File: src/rtl/sbt_pkg.sv
package sbt_pkg;
    typedef enum logic [1:0] {
        PH_LEAD  = 2'd0,
        PH_DATA  = 2'd1,
        PH_TRAIL = 2'd2
    } sbt_phase_e;
endpackage

File: src/rtl/sbt_trig_qual.sv
module sbt_trig_qual (
    input  logic trig_i,
    input  logic inv_i,
    output logic act_o
);
    assign act_o = trig_i ^ inv_i;
endmodule

File: src/rtl/sbt_tick_sel.sv
module sbt_tick_sel (
    input  logic clk_i,
    input  logic rst_ni,
    input  logic pin_sel_i,
    input  logic pin_i,
    output logic tick_o
);
    logic pin_d, pin_q;

    always_comb begin
        pin_d  = pin_i;
        tick_o = pin_sel_i ? (pin_i & ~pin_q) : 1'b1;
    end

    always_ff @(posedge clk_i or negedge rst_ni) begin
        if (!rst_ni) pin_q <= 1'b0;
        else         pin_q <= pin_d;
    end
endmodule

File: src/rtl/sbaud_timer.sv
module sbaud_timer #(
    parameter int HALF_W = 8
) (
    input  logic                  clk_i,
    input  logic                  rst_ni,
    input  logic                  mode_wide_i,
    input  logic [2*HALF_W-1:0]   cmp_i,
    input  logic                  trig_i,
    input  logic                  trig_inv_i,
    input  logic                  stop_on_cmp_i,
    input  logic                  lead_bit_i,
    input  logic                  trail_bit_i,
    input  logic                  pin_clk_sel_i,
    input  logic                  pin_i,
    output logic                  sclk_o,
    output logic                  shift_stb_o,
    output logic                  cmp_flag_o
);
    import sbt_pkg::*;

    localparam int CMP_W = 2 * HALF_W;

    typedef struct packed {
        logic              run;
        sbt_phase_e        phase;
        logic              half;
        logic [HALF_W-1:0] hi;
        logic [HALF_W-1:0] lo;
        logic              sclk;
        logic              stb;
        logic              flag;
    } sbt_state_t;

    sbt_state_t s_d, s_q;
    logic trig_act, tick, word_end;
    logic [CMP_W-1:0] wide_cnt;
    logic [HALF_W-1:0] cmp_lo, cmp_hi;

    assign cmp_lo = cmp_i[HALF_W-1:0];
    assign cmp_hi = cmp_i[CMP_W-1:HALF_W];

    sbt_trig_qual i_trig (
        .trig_i (trig_i),
        .inv_i  (trig_inv_i),
        .act_o  (trig_act)
    );

    sbt_tick_sel i_tick (
        .clk_i     (clk_i),
        .rst_ni    (rst_ni),
        .pin_sel_i (pin_clk_sel_i),
        .pin_i     (pin_i),
        .tick_o    (tick)
    );

    always_comb begin
        s_d      = s_q;
        s_d.stb  = 1'b0;
        s_d.flag = 1'b0;
        word_end = 1'b0;
        wide_cnt = {s_q.hi, s_q.lo};
        if (!s_q.run) begin
            if (trig_act) begin
                s_d.run   = 1'b1;
                s_d.lo    = cmp_lo;
                s_d.hi    = cmp_hi;
                s_d.phase = lead_bit_i ? PH_LEAD : PH_DATA;
                s_d.half  = 1'b0;
                s_d.sclk  = 1'b0;
            end
        end else if (tick) begin
            if (mode_wide_i) begin
                // Joined counter: one expiry per compare period
                if (wide_cnt != '0) begin
                    wide_cnt = wide_cnt - CMP_W'(1);
                end else begin
                    wide_cnt = cmp_i;
                    s_d.sclk = ~s_q.sclk;
                    s_d.flag = 1'b1;
                    if (stop_on_cmp_i) begin
                        s_d.run  = 1'b0;
                        s_d.sclk = 1'b0;
                    end
                end
                s_d.hi = wide_cnt[CMP_W-1:HALF_W];
                s_d.lo = wide_cnt[HALF_W-1:0];
            end else if (s_q.lo != '0) begin
                s_d.lo = s_q.lo - HALF_W'(1);
            end else begin
                s_d.lo = cmp_lo;
                unique case (s_q.phase)
                    PH_LEAD: begin
                        if (s_q.half) begin
                            s_d.half  = 1'b0;
                            s_d.phase = PH_DATA;
                        end else begin
                            s_d.half = 1'b1;
                        end
                    end
                    PH_DATA: begin
                        s_d.sclk = ~s_q.sclk;
                        s_d.stb  = s_q.sclk;
                        if (s_q.hi == '0) begin
                            if (trail_bit_i) begin
                                s_d.phase = PH_TRAIL;
                                s_d.half  = 1'b0;
                            end else begin
                                word_end = 1'b1;
                            end
                        end else begin
                            s_d.hi = s_q.hi - HALF_W'(1);
                        end
                    end
                    PH_TRAIL: begin
                        if (s_q.half) word_end = 1'b1;
                        else          s_d.half = 1'b1;
                    end
                    default: s_d.phase = PH_DATA;
                endcase
                if (word_end) begin
                    s_d.flag  = 1'b1;
                    s_d.hi    = cmp_hi;
                    s_d.half  = 1'b0;
                    s_d.phase = lead_bit_i ? PH_LEAD : PH_DATA;
                    if (stop_on_cmp_i) begin
                        s_d.run  = 1'b0;
                        s_d.sclk = 1'b0;
                    end
                end
            end
        end
    end

    always_ff @(posedge clk_i or negedge rst_ni) begin
        if (!rst_ni) begin
            s_q <= '{run: 1'b0, phase: PH_DATA, half: 1'b0, hi: '0, lo: '0,
                     sclk: 1'b0, stb: 1'b0, flag: 1'b0};
        end else begin
            s_q <= s_d;
        end
    end

    assign sclk_o      = s_q.sclk;
    assign shift_stb_o = s_q.stb;
    assign cmp_flag_o  = s_q.flag;
endmodule

File: config.mk
export PLATFORM = sky130hd
export DESIGN_NAME = sbaud_timer
export DESIGN_NICKNAME = d
export VERILOG_FILES = /design/src/rtl/sbt_pkg.sv /design/src/rtl/sbt_trig_qual.sv /design/src/rtl/sbt_tick_sel.sv /design/src/rtl/sbaud_timer.sv
export SDC_FILE = /design/constraint.sdc
export NUM_CORES = 1
export LEC_CHECK = 0
export ABC_AREA = 0
export CELL_PAD_IN_SITES_DETAIL_PLACEMENT = 0
export CELL_PAD_IN_SITES_GLOBAL_PLACEMENT = 2
export CORE_UTILIZATION = 35
export CTS_CLUSTER_SIZE = 40
export DETAILED_ROUTE_END_ITERATION = 7
export PLACE_DENSITY_LB_ADDON = 0.25
export SYNTH_ARGS = -nofsm -noshare
export SYNTH_HDL_FRONTEND = slang
export SYNTH_HIERARCHICAL = 1
export SYNTH_SLANG_ARGS = --single-unit
File: constraint.sdc
create_clock -name clk_i -period 6.7 [get_ports clk_i]
set_input_delay 1.675 -clock clk_i [delete_from_list [all_inputs] [get_ports clk_i]]
set_output_delay 1.675 -clock clk_i [all_outputs]
set_load 0.01 [all_outputs]
==> results.md <==
* Die X at 75.8 µm
* Status: finished clean
* Post-CTS setup buffer count at 0
* Reg clk slew, reported paths at 100 ps
* Gates resized, CTS repair at 0
* Mux share of post-synthesis cell area at 3.34%
* Detailed Route Iter0 Violations at 192
* YS warnings at 6
* Placed Instance Area at 2230 µm²
* Complex-gate fraction of the synthesized area at 28.7%
* Final setup skew at 5.01 ps
* Drt drc at 0
* Global route overflow at 0
* First-pass GRT wire length at 9.20 mm
* Critical Path RT at 6870 ps
* Post-synthesis sequential area ratio at 31.5%
* EDFF count, synth at 0
* # diodes at 0
* Core area at 5170 µm²
* Initial antenna violation count at 0
* Largest net degree at the start of global routing at 25
* Post-layout min period at 3760 ps
* I/O pins at 29
* Worst VDD drop at 0.000119 V
* Post-synth cell types at 57
* Setup TNS at 0 ps
* CTS HTree Levels at 1
* Synthesized net count at 261
* Smallest setup slack after layout at 2940 ps
* Total die area at 5750 µm²
* Vias in the first global route at 1771
* Critical Path AT at 3930 ps
* Area of the mapped netlist at 1910 µm²
* Die H at 75.8 µm
* CTS tree: built
* Max incr delay on CP at 870 ps
* Area growth syn-to-layout at 20.7%
* Count of endpoints failing hold in the final timing report at 0
* Post-Synth Simple-Gate Area at 22.4%
* Final Util at 44.5%
* CTS root buffer: clkbuf_8
* Syn Inst Count at 229
* Finish-stage setup viols at 0
* Ys flop type: dfrtp_1
* Layout cells sized above 1 at 7.09%
* Unrepaired setup endpoints after global routing: false
* Post-synth ARST share at 100%
* Critical-path cell list: clkdlybuf4s50_1 -> o21ai_0 -> a21oi_1 -> nand2_1 -> o311ai_0
* Leak Pwr at 0.000901 µW
* Initial DRT Pass Iterations at 4
* Main combinational cell family by area after synthesis: compound AO/OA/AOI/OAI gates
* DR vias at 1820
* Share of the synthesized area in the top cell type at 30.2%
* F_max at 0.266 GHz
* Global Route Usage Sum at 21.2%
* Initial core utilization at 36.9%
* Dpl ws at 2640 ps
* Via-per-instance ratio at 5.62
* CP Max Fanout at 19
* Worst Setup End Kind: register
* Dpl hpwl at 3.97 mm
* Pins Over Slew Limit at 0
* ANT nets after route at 0
* Max Cap Viol at 0
* Crit path kind: input port to register
* Adder-cell area share of the yosys netlist at 3.93%
* Worst slew margin relative to its limit at 51.4%
* Total wire length at 5.27 mm
* Wire per inst at 16.3 µm
* Worst Hold Class: register to register
* Nets at 287
* Period utilization at 56.1%
* Routability Congestion at 0.819
* Pwr dens at 267 nW/µm²
* Post-Synth XOR/XNOR Area at 4.59%
* Synth top area cells: dfrtp_1 (30%), o21ai_0 (5.0%), a21oi_1 (3.9%), ha_1 (3.9%), nand2_1 (3.5%)
* Worst-skew pair later-pin latency at 280 ps
* Worst-margin pin slew at 727 ps
* Synth area leader: dfrtp_1
* Bufs on Longest Clock Path at 2
* Startpoint types: input port
* Synthesized flop and latch total at 24
* Num rows at 26
* CTS sink cnt at 24
* CTS Buf Count at 3
* CTS Hold Bufs at 0
* Mean Syn Cell Area at 8.33 µm²
* Crit-path slowest cell: clkdlybuf4s50_1
* IO buf count at 28
* Final Cell Area at 2300 µm²
==> layer usage <==
metal	track usage, %	part of all wire, %	routed length, µm	vias to the layer above
li1	-	-	-	907
met1	28.7	47	2490	869
met2	36.8	47	2500	39
met3	2.91	4.7	247	5
met4	2.47	0.46	24	0
met5	0	0	0	-
==> cells by family (layout without fill, tap and decap cells) <==
group                    count (synthesis)  count (layout)
multiplexers                             6               6
buffers and inverters                   20              45
adder cells (fa/ha/maj)                  6               6
AND/OR/NAND/NOR                         82              82
flip-flops                              24              24
AO/OA/AOI/OAI                           81              81
XOR/XNOR                                10              10
==> sequential cells by signal, summed over array words and instances (netlist names) <==
signal        count
cmp_flag_o        1
s_q              20
sclk_o            1
i_tick/pin_q      1
shift_stb_o       1
==> layout by cell type, fill, tap and decap left out, types with 6 or more instances in the layout <==
cell	n
a31oi_1	6
clkdlybuf4s50_1	28
a21oi_1	15
ha_1	6
nor3_1	7
o211ai_1	6
nand2b_1	7
o21ai_0	19
nand3_1	8
inv_1	9
nand2_1	18
dfrtp_1	23
nor2_1	17
==> cells in the mapped netlist (all sizes together) (6+ instances only) <==
library cell and n:
nand2 18, o21ai 21, inv 10, a31oi 6, dfrtp 23, a21oi 15, o211ai 6, nand2b 7
nand3 8, nor3 7, nor2 17, ha 6
==> final cells by class <==
type	instances	area (µm²)
clock buffer	3	41.3
fill	536	2870
inverter	10	37.5
multi-input combinational	185	1200
sequential	24	602
tap	70	87.6
timing repair buffer	31	303
clock inverter	1	30.0
==> stage by stage <==
stage | hold slack, ps | std cells | power (µW)
2_1_floorplan | 500 | 229 | 409
3_3_place_gp | 533 | 320 | 486
3_5_place_dp | 550 | 320 | 482
4_1_cts | 576 | 324 | 618
5_1_grt | 595 | 324 | 667
6_report | 571 | 324 | 615
==> path summary, 6_finish.rpt <==
path | cells after the start | end | from | slack (ps)
worst max-delay path | 5 | s_q[8] | mode_wide_i | 2940
worst min-delay path | 2 | s_q[10] | s_q[10] | 570
worst max register to register | 8 | s_q[18] | s_q[11] | 3680
worst min register to register | 2 | s_q[10] | s_q[10] | 570
max in group asynchronous | 2 | s_q[20] | rst_ni | 4650
min in group asynchronous | 2 | sclk_o | rst_ni | 1760
==> power breakdown <==
group | internal [µW] | leakage [µW] | switching, µW
clock | 80.1 | 0.0000357 | 54.2
sequential | 181 | 0.000300 | 52.1
combinational | 113 | 0.000566 | 134
==> worst max-delay path: cells and delay by family <==
family,cells,cell delay (ps)
AO/OA/AOI/OAI,3,1200
buffers and inverters,1,870
AND/OR/NAND/NOR,1,180
(Power assumes the default switching activity.)
